**src/rtl/link_fault_responder.sv**
```systemverilog
module link_fault_responder #(
  parameter int SEQ_NEEDED  = 4,
  parameter int WINDOW_COLS = 128,
  parameter int CLEAR_COLS  = 128
) (
  input  logic        clk,
  input  logic        rst_n,
  input  logic [1:0]  mode_sel,
  input  logic        pcs_local_fault,
  input  logic        rx_lane0_is_ctrl,
  input  logic [7:0]  rx_lane0_byte,
  input  logic [23:0] rx_tail_bytes,
  input  logic        tx_in_gap,
  output logic        tx_hold_frames,
  output logic        tx_force_idle,
  output logic        tx_insert_rf,
  output logic        local_fault,
  output logic        remote_fault
);
  localparam int CW = $clog2(SEQ_NEEDED + 1);
  localparam int WW = $clog2(WINDOW_COLS + 1);
  localparam int QW = $clog2(CLEAR_COLS + 1);
  localparam logic [CW-1:0] CNT_LAST   = CW'(SEQ_NEEDED - 1);
  localparam logic [WW-1:0] WIN_LIM    = WW'(WINDOW_COLS);
  localparam logic [QW-1:0] QUIET_LAST = QW'(CLEAR_COLS - 1);
  localparam logic [7:0]  SEQ_CTRL = 8'h9C;
  localparam logic [23:0] CODE_LF  = 24'h000001;
  localparam logic [23:0] CODE_RF  = 24'h000002;

  typedef enum logic [1:0] {FLT_NONE, FLT_LOCAL, FLT_REMOTE} fault_e;

  fault_e          grp_kind, flt_q, seq_kind;
  logic [CW-1:0]   grp_cnt;
  logic [WW-1:0]   grp_age, age_next;
  logic [QW-1:0]   quiet_cnt;
  logic            rx_lf, rx_rf, seq_seen, in_window, extend, declare;

  assign rx_lf    = rx_lane0_is_ctrl && rx_lane0_byte == SEQ_CTRL && rx_tail_bytes == CODE_LF;
  assign rx_rf    = rx_lane0_is_ctrl && rx_lane0_byte == SEQ_CTRL && rx_tail_bytes == CODE_RF;
  assign seq_seen = rx_lf || rx_rf;
  assign seq_kind = rx_lf ? FLT_LOCAL : FLT_REMOTE;

  assign age_next  = grp_age + 1'b1;
  assign in_window = (grp_cnt != '0) && (age_next < WIN_LIM);
  assign extend    = seq_seen && in_window && (seq_kind == grp_kind);
  assign declare   = extend && (grp_cnt == CNT_LAST);

  always_ff @(posedge clk or negedge rst_n) begin
    if (!rst_n) begin
      grp_cnt  <= '0;
      grp_age  <= '0;
      grp_kind <= FLT_NONE;
    end else if (declare) begin
      grp_cnt <= '0;
      grp_age <= '0;
    end else if (extend) begin
      grp_cnt <= grp_cnt + 1'b1;
      grp_age <= age_next;
    end else if (seq_seen) begin
      grp_cnt  <= CW'(1);
      grp_age  <= '0;
      grp_kind <= seq_kind;
    end else if (in_window) begin
      grp_age <= age_next;
    end else begin
      grp_cnt <= '0;
    end
  end

  always_ff @(posedge clk or negedge rst_n) begin
    if (!rst_n) begin
      flt_q     <= FLT_NONE;
      quiet_cnt <= '0;
    end else if (declare) begin
      flt_q     <= grp_kind;
      quiet_cnt <= '0;
    end else if (flt_q != FLT_NONE) begin
      if (seq_seen) begin
        quiet_cnt <= '0;
      end else if (quiet_cnt == QUIET_LAST) begin
        flt_q     <= FLT_NONE;
        quiet_cnt <= '0;
      end else begin
        quiet_cnt <= quiet_cnt + 1'b1;
      end
    end
  end

  logic lf_any, rf_any, m_off, m_uni, m_bi;

  assign lf_any = (flt_q == FLT_LOCAL) || pcs_local_fault;
  assign rf_any = (flt_q == FLT_REMOTE);
  assign m_off  = mode_sel == 2'b10;
  assign m_uni  = mode_sel == 2'b01;
  assign m_bi   = !m_off && !m_uni;

  assign tx_insert_rf   = lf_any && (m_bi || (m_uni && tx_in_gap));
  assign tx_force_idle  = m_bi && rf_any && !lf_any;
  assign tx_hold_frames = m_bi && (lf_any || rf_any);
  assign local_fault    = lf_any;
  assign remote_fault   = rf_any;
endmodule

```
**config.mk**
```make
export PLATFORM = sky130hd
export DESIGN_NAME = link_fault_responder
export DESIGN_NICKNAME = d
export VERILOG_FILES = /design/src/rtl/link_fault_responder.sv
export SDC_FILE = /design/constraint.sdc
export NUM_CORES = 1
export LEC_CHECK = 0
export BUFFER_PORTS_ARGS = -buffer_cell sky130_fd_sc_hd__buf_2
export CAP_MARGIN = 40
export CORE_UTILIZATION = 27
export CTS_CLUSTER_SIZE = 28
export DETAILED_ROUTE_END_ITERATION = 16
export GPL_TIMING_DRIVEN = 0
export PLACE_DENSITY = 0.54
export SYNTH_ARGS = -nofsm -noshare
export SYNTH_HDL_FRONTEND = slang
export SYNTH_SLANG_ARGS = --single-unit
export TNS_END_PERCENT = 100
```
**constraint.sdc**
```tcl
create_clock -name clk -period 2.09 [get_ports clk]
set_input_delay 0.209 -clock clk [delete_from_list [all_inputs] [get_ports clk]]
set_output_delay 0.209 -clock clk [all_outputs]
set_load 0.02 [all_outputs]
```
# [Yosys cells after proc, flatten, opt, wreduce, memory -nomap -nowiden]
# Index checks and enable logic that the tools add are counted.
[totals] ff_bits=23 out_inout_bits=5
[classes] addsub=3 n_lt_le_gt_ge=1 n_eq_ne=12 n_mux=17 n_bitwise=2 n_reduce_logical=27
[ops] op="$mux 8" count=8
[ops] op="$eq 24x1->1 const B" count=1
[ops] op="$eq 24x2->1 const B" count=1
[ops] op="$add 8x1->8 const B" count=2
[ops] op="$logic_and 1x1->1" count=13
[ops] op="$mux 3" count=4
[ops] op="$mux 2" count=5
[ops] op="$eq 8x7->1 const B" count=1
[ops] op="$eq 8x8->1 const B" count=1
[ops] op="$lt 8x8->1 const B" count=1
[ops] op="$reduce_and 3->1" count=2
[ops] op="$reduce_bool 2->1" count=3
[ops] op="$eq 2x1->1 const B" count=2
[ops] op="$eq 2x2->1 const B" count=2
[ops] op="$logic_or 1x1->1" count=4
[ops] op="$ne 4x2->1 const B" count=1
[ops] op="$reduce_bool 4->1" count=1
[ops] op="$add 3x1->3 const B" count=1
[ops] op="$eq 3x2->1 const B" count=1
[ops] op="$logic_not 1->1" count=3
[ops] op="$reduce_bool 3->1" count=1
[ops] op="$eq 2x2->1" count=1
[ops] op="$ne 2x1->1 const B" count=1
[ops] op="$not 1->1" count=2

# [Depth between registers and ports, before layout]
# Gate-level depths: netlist of the first run.
[logic_depth] ltp_word=9 ltp_mapped=8 ltp_nobuf=7

# [Worst setup path after synthesis of the first run]
# No wires, ideal clock.
[synth_path] path_type="input to register" from="in rx_tail_bytes[9]" to="reg quiet_cnt[6]" arrival_ns=1.772 path_slack_ns=0.197 path_stages=7 path_cell_list="nor4_2 > nand4b_2 > or4_1 > o21ai_2 > buf_6 > o21ai_2 > a32o_1"
[synth_via] elab_chain_len=7 elab_cells_between_ends=14
[synth_lines] element="start: declaration" line="12" source="input logic [23:0] rx_tail_bytes,"
[synth_lines] element="$eq 24x1->1 or $eq 24x2->1 (tied branches)" line="38, 39"
[synth_lines] element="$logic_and 1x1->1 (on tied branches)" line="38, 39"
[synth_lines] element="$mux 2 or $logic_or 1x1->1 (tied branches)" line="41, 40"
[synth_lines] element="$eq 2x2->1 or $logic_and 1x1->1 (tied branches)" line="45" source="assign extend = seq_seen && in_window && (seq_kind == grp_kind);"
[synth_lines] element="$logic_and 1x1->1" line="45"
[synth_lines] element="$logic_and 1x1->1" line="46" source="assign declare = extend && (grp_cnt == CNT_LAST);"
[synth_lines] element="$mux 8 or $reduce_bool 2->1 (tied branches)"
[synth_lines] element="end signal: assignment" line="84" source="quiet_cnt <= quiet_cnt + 1'b1;"
[synth_lines] element="end: declaration" line="35" source="logic [QW-1:0] quiet_cnt;"
# Several ways; a longest one is shown, not always the timed one. The select of a mux whose other input is x is not followed.
# A chain may end at the register's enable or synchronous reset.

# [Worst setup path in the final report of the first run]
[layout_path] from="in rx_lane0_byte[5]" to="reg quiet_cnt[6]"
[layout_via] elab_chain_len=8 elab_cells_between_ends=14
[layout_lines] element="start: declaration" line="11" source="input logic [7:0] rx_lane0_byte,"
[layout_lines] element="$eq 8x8->1 *" line="38, 39"
[layout_lines] element="$logic_and 1x1->1 *" line="38, 39"
[layout_lines] element="$logic_and 1x1->1 (on tied branches)" line="38, 39"
[layout_lines] element="$mux 2 or $logic_or 1x1->1 (tied branches)" line="41, 40"
[layout_lines] element="$eq 2x2->1 or $logic_and 1x1->1 (tied branches)" line="45"
[layout_lines] element="$logic_and 1x1->1" line="45"
[layout_lines] element="$logic_and 1x1->1" line="46"
[layout_lines] element="$mux 8 or $reduce_bool 2->1 (tied branches)"
# Every way passes the cells marked *; elsewhere a longest branch is shown, timed or not. The select of a mux whose other input is x is not followed.

==> results of run 1 <==
## synth_stat cells, drive strengths merged, types with 2 or more instances
library cell and count:
nor3 3, nor4b 2, a22o 2, nand4b 2, nand2 9, a21oi 5
o21a 2, ha 7, nor2b 5, nand2b 3, mux2i 2, nand3 8
inv 11, dfrtp 23, a2bb2oi 2, xor2 4, a21o 2, and3 7
nand4 4, xnor2 2, o2bb2ai 2, nor4 6, nor2 19, nand3b 2
o21ai 20, nor3b 3
## power by group
group / total [mW] / internal, mW / switching (mW)
Clock: 0.277 / 0.133 / 0.144
Combinational: 0.0775 / 0.0389 / 0.0387
Sequential: 0.445 / 0.445 / 0.00000000326
Total: 0.799 / 0.616 / 0.183
## layer usage
metal / vias up / GRT usage (%) / share of wire (%)
li1: 702 / - / -
met2: 10 / 20.81 / 47
met5: - / 0 / 0
met4: 0 / 3.462 / 0.78
met1: 638 / 15.42 / 50
met3: 4 / 2.515 / 1.7
## metrics by stage
step	std cells	setup TNS (ns)
after floorplan	166	0
after global placement	279	-2.877
after detailed placement	279	-3.272
after CTS	284	0
after global routing	284	0
final	284	0
## flip-flops by register name, indices dropped and copies added (netlist names)
| name | cells |
|---|---|
| flt_q | 2 |
| grp_age | 8 |
| grp_cnt | 3 |
| grp_kind | 2 |
| quiet_cnt | 8 |
## timing repair
item                       in CTS  in global routing
cloned                          0                  0
hold endpoints to repair       23                  0
gates resized for setup         1                  3
setup endpoints to repair       5                  6
hold buffers                    1                  0
## logic make-up after synthesis
kind of cell	synth area share [%]
AOI/OAI and AO/OA	16.30
xor gates and xnor gates	3.512
adders and majority gates	5.853
buffers and inverters	3.762
DFF	38.46
muxes	1.338
and+or+nand+nor	30.77
## area by class of cell
class | count | share of cell area, %
Inverter | 11 | 2.213
Clock buffer | 3 | 2.213
Sequential cell | 23 | 30.85
Timing Repair Buffer | 44 | 12.07
Buffer | 2 | 0.8048
Tap cell | 70 | 4.695
Clock inverter | 1 | 0.2683
Multi-Input combinational cell | 130 | 46.88
## final timing paths
path / to / depth (start not counted)
max in group asynchronous: grp_kind[1] / 2
min in group asynchronous: quiet_cnt[7] / 2
min reg2reg: quiet_cnt[0] / 1
min: grp_kind[0] / 2
max reg2reg: quiet_cnt[6] / 7
max: quiet_cnt[6] / 8
## worst register-to-register path, delay by kind of cell, from the launching register on
kind	cells	cell delay (ns)
compound gates	4	0.57
buf+inv	1	0.16
simple gates	2	0.64
flops	1	0.42
==> results.yml, run 1 <==
outcome:
  outcome: "complete, no violations"
power:
  p_per_area_nw_per_um2: 428.3
  finalPower_uw: 799.1
  leakage_nw: 0.8665
  ir_drop_mv: 0.3538
routing:
  vias: 1354
  dr.first_iter.drc_count: 20
  drc_errors: 0
  ant_nets: 0
  routed_wl_um: 3192
  vias_per_cell: 4.768
  drtPass1Iterations: 4
  wl_per_cell_um: 11.24
clock_tree:
  clk_latency_ns: 0.27
  cts_made_buffers: 3
  clk_pin_slew_ns: 0.09
  cts_buffer_depth: 2
  post-cts-setup-buffer-count: 0
  htreeDepth: 1
  cts_root_buf: "clkbuf_8"
  cts_tree: "yes"
  cts_sinks: 23
critical_path:
  cp_cell_sequence: "buf_2 -> nor4b_2 -> nand4b_2 -> or4_1 -> o21ai_2 -> buf_6 -> o21ai_2 -> a32o_1"
  reg2reg_slack_ns: 0.21
  max_stage_delay_ns: 0.60
  crit_slowest_cell: "or4_1"
  timing.rr.start: "grp_kind[0]"
  end_kind: "flip-flop"
  cp.required_ns: 2.25
  worstPathArrival_ns: 2.09
  critical_path.most_common_cell: "o21ai_2"
  crit_type: "input pin to flip-flop"
  cp-startpoint: "rx_lane0_byte[5]"
  worstPathMaxFanout: 10
  crit_buf_inv: 2
  start_kind: "input pin"
  cpLargestDelayFamily: "simple AND/OR/NAND/NOR gates"
timing:
  min_period_over_period_pct: 92.11
  layout_setup_ws_ns: 0.1649
  skew_ns: 0.01225
  rsz0062_at_grt: "no"
  worst_pin_slew_ns: 0.5488
  maxSlewViolCount: 0
  min_period_ns: 1.925
  fin_hold_ws_ns: 0.1567
  max_freq_mhz: 519.5
  finalHoldViolations: 0
  setup_violations: 0
  relSlewSlack_pct: 63.11
final_layout:
  ff_latch_area_um2: 575.6
  area_growth_syn_to_layout_pct: 24.67
  diodes: 0
  layout_commonest_cell: "buf_2"
  nNetsFinal: 261
  utilization_pct: 35.62
  multi_input_area_um2: 874.6
  fin_area_um2: 1866
  drive_above_1_share_pct: 27.57
  layout_common_cells: "buf_2, dfrtp_1, nor2_1"
  fillers: 555
placed_design:
  gp_congestion: 0.7425
  numPortBuffers: 43
  place_area_um2: 1799
  hpwl_um: 2525
  dp_slack_ns: -0.4494
logic_synthesis:
  yosys_warnings: 0
  syn_area_per_cell_um2: 9.015
  yosysTopAreaCell: "dfrtp_1"
  synth_area_um2: 1496
  synth.distinct_cells: 41
  synth_cells: 166
  async_flop_share_pct: 100.0
  syn_nets: 212
  synthTopCellsByArea: "dfrtp_1, ha_1, o21ai_0"
  ys_ff_latch: 23
  synth_edf_count: 0
  ys.flop_type: "dfrtp_1"
  synth_seq_area_share_pct: 38.46
  synth_top_cell_area_share_pct: 38.46
global_route:
  overflow: 0
  grt_antenna_before_repair: 0
  grt_pass1_vias: 1403
  track_usage_pct: 12.19
  grt_pass1_wl_um: 5947
  grt_max_degree: 24
floorplanning:
  dieArea_um2: 5844
  die_y_um: 76.45
  rows: 26
  start_util_pct: 28.57
  core_area_um2: 5238
  die_w_um: 76.45
  ios: 44
min_path:
  worstHoldStart: "rx_tail_bytes[1]"
  hold_path.class: "input pin to flip-flop"
run:
  maxCapViolCount: 0
Power figures use the tool's default switching activity.
==> run 2, diff against run 1 <==
- CAP_MARGIN: 40 -> unset
- CELL_PAD_IN_SITES_DETAIL_PLACEMENT: unset -> 0
- CELL_PAD_IN_SITES_GLOBAL_PLACEMENT: unset -> 2
- PLACE_DENSITY: 0.54 -> 0.79
==> run 2 against run 1 <==
Net effect:
- flip-flop and latch count stayed put
- sequential power is essentially flat
- maximum frequency is essentially flat
- power barely moved
- critical path depth is the same
- register-to-register slack got worse by 0.02 ns
- non-clock buffer count did not move
==> results.yml, run 2 (synthesized netlist as in run 1, its figures left out) <==
outcome:
  outcome: "complete, no violations"
timing:
  min_period_over_period_pct: 92.19
  setup_tns_ns: 0
  setup_violations: 0
  rsz0062_at_grt: "no"
  min_period_ns: 1.927
  skew_ns: 0.003288
  finalHoldViolations: 0
  maxSlewViolCount: 0
  max_freq_mhz: 519.0
  worst_pin_slew_ns: 0.5347
  layout_setup_ws_ns: 0.1632
  relSlewSlack_pct: 64.09
global_route:
  grt_max_degree: 24
  grt_antenna_before_repair: 0
  overflow: 0
  grt_pass1_vias: 1291
  track_usage_pct: 12.36
  grt_pass1_wl_um: 5934
power:
  p_seq_share_pct: 55.6
  comb_power_share_pct: 9.7
  p_per_area_nw_per_um2: 428.7
  switching_share_pct: 22.51
  finalPower_uw: 799.2
  power.switching_uw: 179.9
  leakage_nw: 0.8637
  p_int_uw: 619.3
  ir_drop_mv: 0.1967
  clockPowerShare_pct: 34.7
placed_design:
  numPortBuffers: 43
  place_area_um2: 1799
  dp_slack_ns: -0.4491
  gp_congestion: 0.7048
  hpwl_um: 2625
final_layout:
  drive_above_1_share_pct: 27.10
  fillers: 569
  nNetsFinal: 261
  diodes: 0
  ff_latch_area_um2: 575.6
  layout_common_cells: "buf_2, dfrtp_1, nor2_1"
  area_growth_syn_to_layout_pct: 24.58
  multi_input_area_um2: 874.6
  layout_commonest_cell: "buf_2"
  largestRegisters: "grp_age x8, quiet_cnt x8, grp_cnt x3"
  fin_area_um2: 1864
  utilization_pct: 35.59
floorplanning:
  core_area_um2: 5238
  die_w_um: 76.45
  die_y_um: 76.45
  ios: 44
  dieArea_um2: 5844
  rows: 26
  start_util_pct: 28.57
routing:
  vias: 1322
  vias_per_cell: 4.655
  drc_errors: 0
  dr.first_iter.drc_count: 47
  ant_nets: 0
  wl_per_cell_um: 11.74
  drtPass1Iterations: 4
  routed_wl_um: 3333
critical_path:
  end_kind: "flip-flop"
  reg2reg_slack_ns: 0.19
  max_stage_delay_ns: 0.60
  critical_path.most_common_cell: "o21ai_2"
  cp.required_ns: 2.25
  worstPathArrival_ns: 2.08
  start_kind: "input pin"
  crit_type: "input pin to flip-flop"
  worstPathMaxFanout: 10
  crit_slowest_cell: "or4_1"
  cp_cell_sequence: "buf_2 -> nor4b_2 -> nand4b_2 -> or4_1 -> o21ai_2 -> buf_6 -> o21ai_2 -> a32o_1"
clock_tree:
  htreeDepth: 1
  cts_tree: "yes"
  clk_latency_ns: 0.26
  cts_sinks: 23
  cts_made_buffers: 3
  clk_pin_slew_ns: 0.08
  cts_root_buf: "clkbuf_8"
  post-cts-setup-buffer-count: 0
  cts_buffer_depth: 2
min_path:
  hold_path.class: "input pin to flip-flop"
run:
  maxCapViolCount: 0
## run 2: through the flow
stage | instances | hold WS (ns)
final | 284 | 0.1551
after global routing | 284 | 0.1553
after floorplan | 166 | -0.08659
after global placement | 279 | 0.2275
after CTS | 284 | 0.1452
after detailed placement | 279 | 0.2239
## run 2: critical path: cells and delay by family
kind | cells | cell delay (ns)
buffers and inverters | 2 | 0.27
AND/OR/NAND/NOR | 3 | 1.13
AO/OA/AOI/OAI | 3 | 0.47
## run 2: metal layers
| metal | GRT usage (%) | up-vias | part of all wire, % |
|---|---|---|---|
| li1 | - | 701 | - |
| met1 | 15.86 | 605 | 47 |
| met2 | 21.44 | 14 | 50 |
| met3 | 2.515 | 2 | 2.4 |
| met4 | 2.308 | 0 | 0.54 |
| met5 | 0 | - | 0 |
## run 2: power by group through the flow
stage                     Clock, mW  Combinational [mW]  Sequential (mW)
after floorplan                   0              0.0249            0.454
after global placement            0              0.0769            0.453
after detailed placement          0              0.0779            0.453
after CTS                     0.291              0.0798            0.445
after global routing          0.307              0.0882            0.445
final                         0.277              0.0773            0.444
## run 2: cell type report
type                            instances  area share, %
Inverter                               11          2.215
Multi-Input combinational cell        130          46.91
Buffer                                  2         0.8054
Timing Repair Buffer                   44          12.08
Clock buffer                            4          2.416
Tap cell                               70          4.698
Sequential cell                        23          30.87
## run 2: path summary, 6_finish.rpt
| check | start | to | cells past startpoint |
|---|---|---|---|
| max reg2reg | grp_kind[0] | quiet_cnt[6] | 7 |
| max | rx_lane0_byte[5] | quiet_cnt[6] | 8 |
| min in group asynchronous | rst_n | quiet_cnt[6] | 2 |
| min | rx_tail_bytes[1] | grp_kind[0] | 2 |
| min reg2reg | grp_age[7] | grp_age[7] | 1 |
| max in group asynchronous | rst_n | grp_kind[0] | 2 |
## run 2: repair_timing
action	in CTS	in global routing
pin swaps	0	0
hold buffers	1	0
gates resized for setup	2	3
endpoints found under the hold margin	23	0
endpoints found under the setup margin	5	8
==> run 3, diff against run 2 <==
- ABC_AREA: unset -> 1
- PLACE_DENSITY: 0.79 -> 0.83
==> run 3 against run 2 <==
Net effect:
- worst setup slack improved by 0.22 ns
- sequential power barely moved
- final cell count rose by 31%
- count of clock-buffer cells in the layout is 1 lower
- design area rose by 10%
- via count rose by 20%
- routed wire length rose by 7.8%
- synthesized cell count rose by 49%
- clock skew grew 0.0040 ns
- die area grew 13%
- critical path type is now flip-flop to flip-flop
- critical endpoint is now grp_age[2]
- largest cell class unchanged
==> results.yml, run 3 <==
critical_path:
  worstPathMaxFanout: 7
  crit_end: "grp_age[2]"
  reg2reg_slack_ns: 0.38
  end_kind: "flip-flop"
  cp.required_ns: 2.30
  worstPathArrival_ns: 1.92
  ff2ff_path_depth: 12
  cp-startpoint: "grp_age[3]"
  crit_type: "flip-flop to flip-flop"
  start_kind: "flip-flop"
  timing.rr.start: "grp_age[3]"
  r2r-end: "grp_age[2]"
clock_tree:
  cts_tree: "yes"
  post-cts-setup-buffer-count: 0
  cts_hold_buf: 1
  cts-resized-gates: 0
  clk_pin_slew_ns: 0.09
  cts_buffer_depth: 2
  cts_sinks: 23
  htreeDepth: 1
  cts_root_buf: "clkbuf_8"
  cts_made_buffers: 3
  clk_latency_ns: 0.27
timing:
  finalHoldViolations: 0
  relSlewSlack_pct: 65.36
  min_period_ns: 1.712
  min_period_over_period_pct: 81.90
  worst_pin_slew_ns: 0.5195
  rsz0062_at_grt: "no"
  skew_ns: 0.007294
  maxSlewViolCount: 0
  setup_tns_ns: 0
  max_freq_mhz: 584.2
  setup_violations: 0
floorplanning:
  rows: 28
  start_util_pct: 28.26
  dieArea_um2: 6590
  ios: 44
  die_y_um: 81.18
  die_w_um: 81.18
  core_area_um2: 5991
routing:
  dr.first_iter.drc_count: 65
  vias: 1585
  routed_wl_um: 3593
  ant_nets: 0
  wl_per_cell_um: 9.685
  drc_errors: 0
  drtPass1Iterations: 4
  vias_per_cell: 4.272
logic_synthesis:
  syn_nets: 294
  ys_ff_latch: 23
  ys.flop_type: "dfrtp_1"
  synth_seq_area_share_pct: 34.00
  synth_edf_count: 0
  async_flop_share_pct: 100.0
  yosysMostFrequentCell: "nand2_1"
  yosys_warnings: 0
  synth_top_cell_area_share_pct: 34.00
  syn_area_per_cell_um2: 6.826
  synth.distinct_cells: 28
  synth_area_um2: 1693
  synth_cells: 248
  synthTopCellsByCount: "nand2_1, nor2_1, inv_1, dfrtp_1, nand3_1"
  synthTopCellsByArea: "dfrtp_1, nand2_1, nor2_1"
  yosysTopAreaCell: "dfrtp_1"
final_layout:
  ff_latch_area_um2: 575.6
  drive_above_1_share_pct: 22.64
  layout_commonest_cell: "nand2_1"
  largestRegisters: "grp_age x8, quiet_cnt x8, grp_cnt x3"
  area_growth_syn_to_layout_pct: 21.58
  nNetsFinal: 343
  diodes: 0
  layout_common_cells: "nand2_1, nor2_1, buf_2"
  multi_input_area_um2: 970.9
  fillers: 685
min_path:
  hold_path.class: "input pin to flip-flop"
power:
  power.switching_uw: 194.9
  p_int_uw: 619.7
  switching_share_pct: 23.93
  p_per_area_nw_per_um2: 395.8
  leakage_nw: 1.046
  finalPower_uw: 814.7
  clockPowerShare_pct: 34.2
  p_seq_share_pct: 54.6
  ir_drop_mv: 0.2711
  comb_power_share_pct: 11.2
global_route:
  use_met3_pct: 2.472
  grt_antenna_before_repair: 0
  grt_pass1_vias: 1597
  top_usage_layer: "met2"
  grt_max_degree: 24
  grt.met2_usage_pct: 23.11
  track_usage_pct: 12.36
  overflow: 0
  met1_usage_pct: 14.53
  grt_pass1_wl_um: 6479
placed_design:
  gp_congestion: 0.7339
  numPortBuffers: 43
  hpwl_um: 2967
outcome:
  outcome: "complete, no violations"
run:
  maxCapViolCount: 0
## run 3: per-stage QoR
step	cells	util [%]	cell area (um^2)	hold slack (ns)	setup slack [ns]
finish	371	34.36	2058	0.4231	0.3783
global route	371	34.36	2058	0.4675	0.1680
CTS	371	34.36	2058	0.4289	0.3445
detailed placement	366	33.42	2002	0.2279	0.2021
global placement	366	33.42	2002	0.2237	0.1981
floorplan	248	-	1693	-0.08659	0.5997
## run 3: worst min path at each step
stage,start,endpoint,slack [ns],depth (start not counted)
after detailed placement,rst_n,grp_cnt[2],0.23,1
final,rx_lane0_is_ctrl,quiet_cnt[6],0.42,6
after CTS,rx_lane0_is_ctrl,quiet_cnt[6],0.43,6
after global routing,rx_lane0_is_ctrl,quiet_cnt[6],0.47,6
after global placement,rst_n,grp_cnt[1],0.22,1
after floorplan,rst_n,flt_q[0],-0.09,0
## run 3: worst max-delay path, stage by stage, from the launching register on
cell	delay, ns
dfrtp_1	0.39
nand2_1	0.09
nor2_1	0.15
nand2_1	0.06
nand2_1	0.07
nand3_2	0.10
inv_2	0.09
nand2_2	0.06
nor2_4	0.12
nand2_1	0.11
nand2_2	0.17
nand2_2	0.12
nor2_1	0.11
## run 3: kinds of logic (layout without fill, tap and decap cells)
group,Yosys count,in the layout,share of synthesized area (%)
flip-flops,23,23,34.00
buffers and inverters,37,85,8.647
AND/OR/NAND/NOR,154,154,41.24
AO/OA/AOI/OAI,18,18,6.283
adder cells (fa/ha/maj),7,7,5.173
XOR/XNOR,9,9,4.657
## run 3: per-layer routing
layer	share of wire [%]	wire length, um
met5	0	0
met2	47	1701
met1	50	1804
met4	0	0
met3	2.4	87
## run 3: power groups by stage
| stage | clock, mW | sequential [mW] | combinational [mW] |
|---|---|---|---|
| 2_1_floorplan | 0 | 0.454 | 0.0347 |
| 3_3_place_gp | 0 | 0.453 | 0.0927 |
| 3_5_place_dp | 0 | 0.453 | 0.0920 |
| 4_1_cts | 0.298 | 0.445 | 0.0938 |
| 5_1_grt | 0.314 | 0.445 | 0.106 |
| 6_report | 0.279 | 0.445 | 0.0911 |
## run 3: final cells by class
cell class,count,share of cell area [%]
Buffer,1,0.5471
Timing Repair Buffer,44,10.94
Multi-Input combinational cell,188,47.17
Sequential cell,23,27.96
Clock buffer,3,2.006
Tap cell,75,4.559
Clock inverter,1,0.2432
Inverter,36,6.565
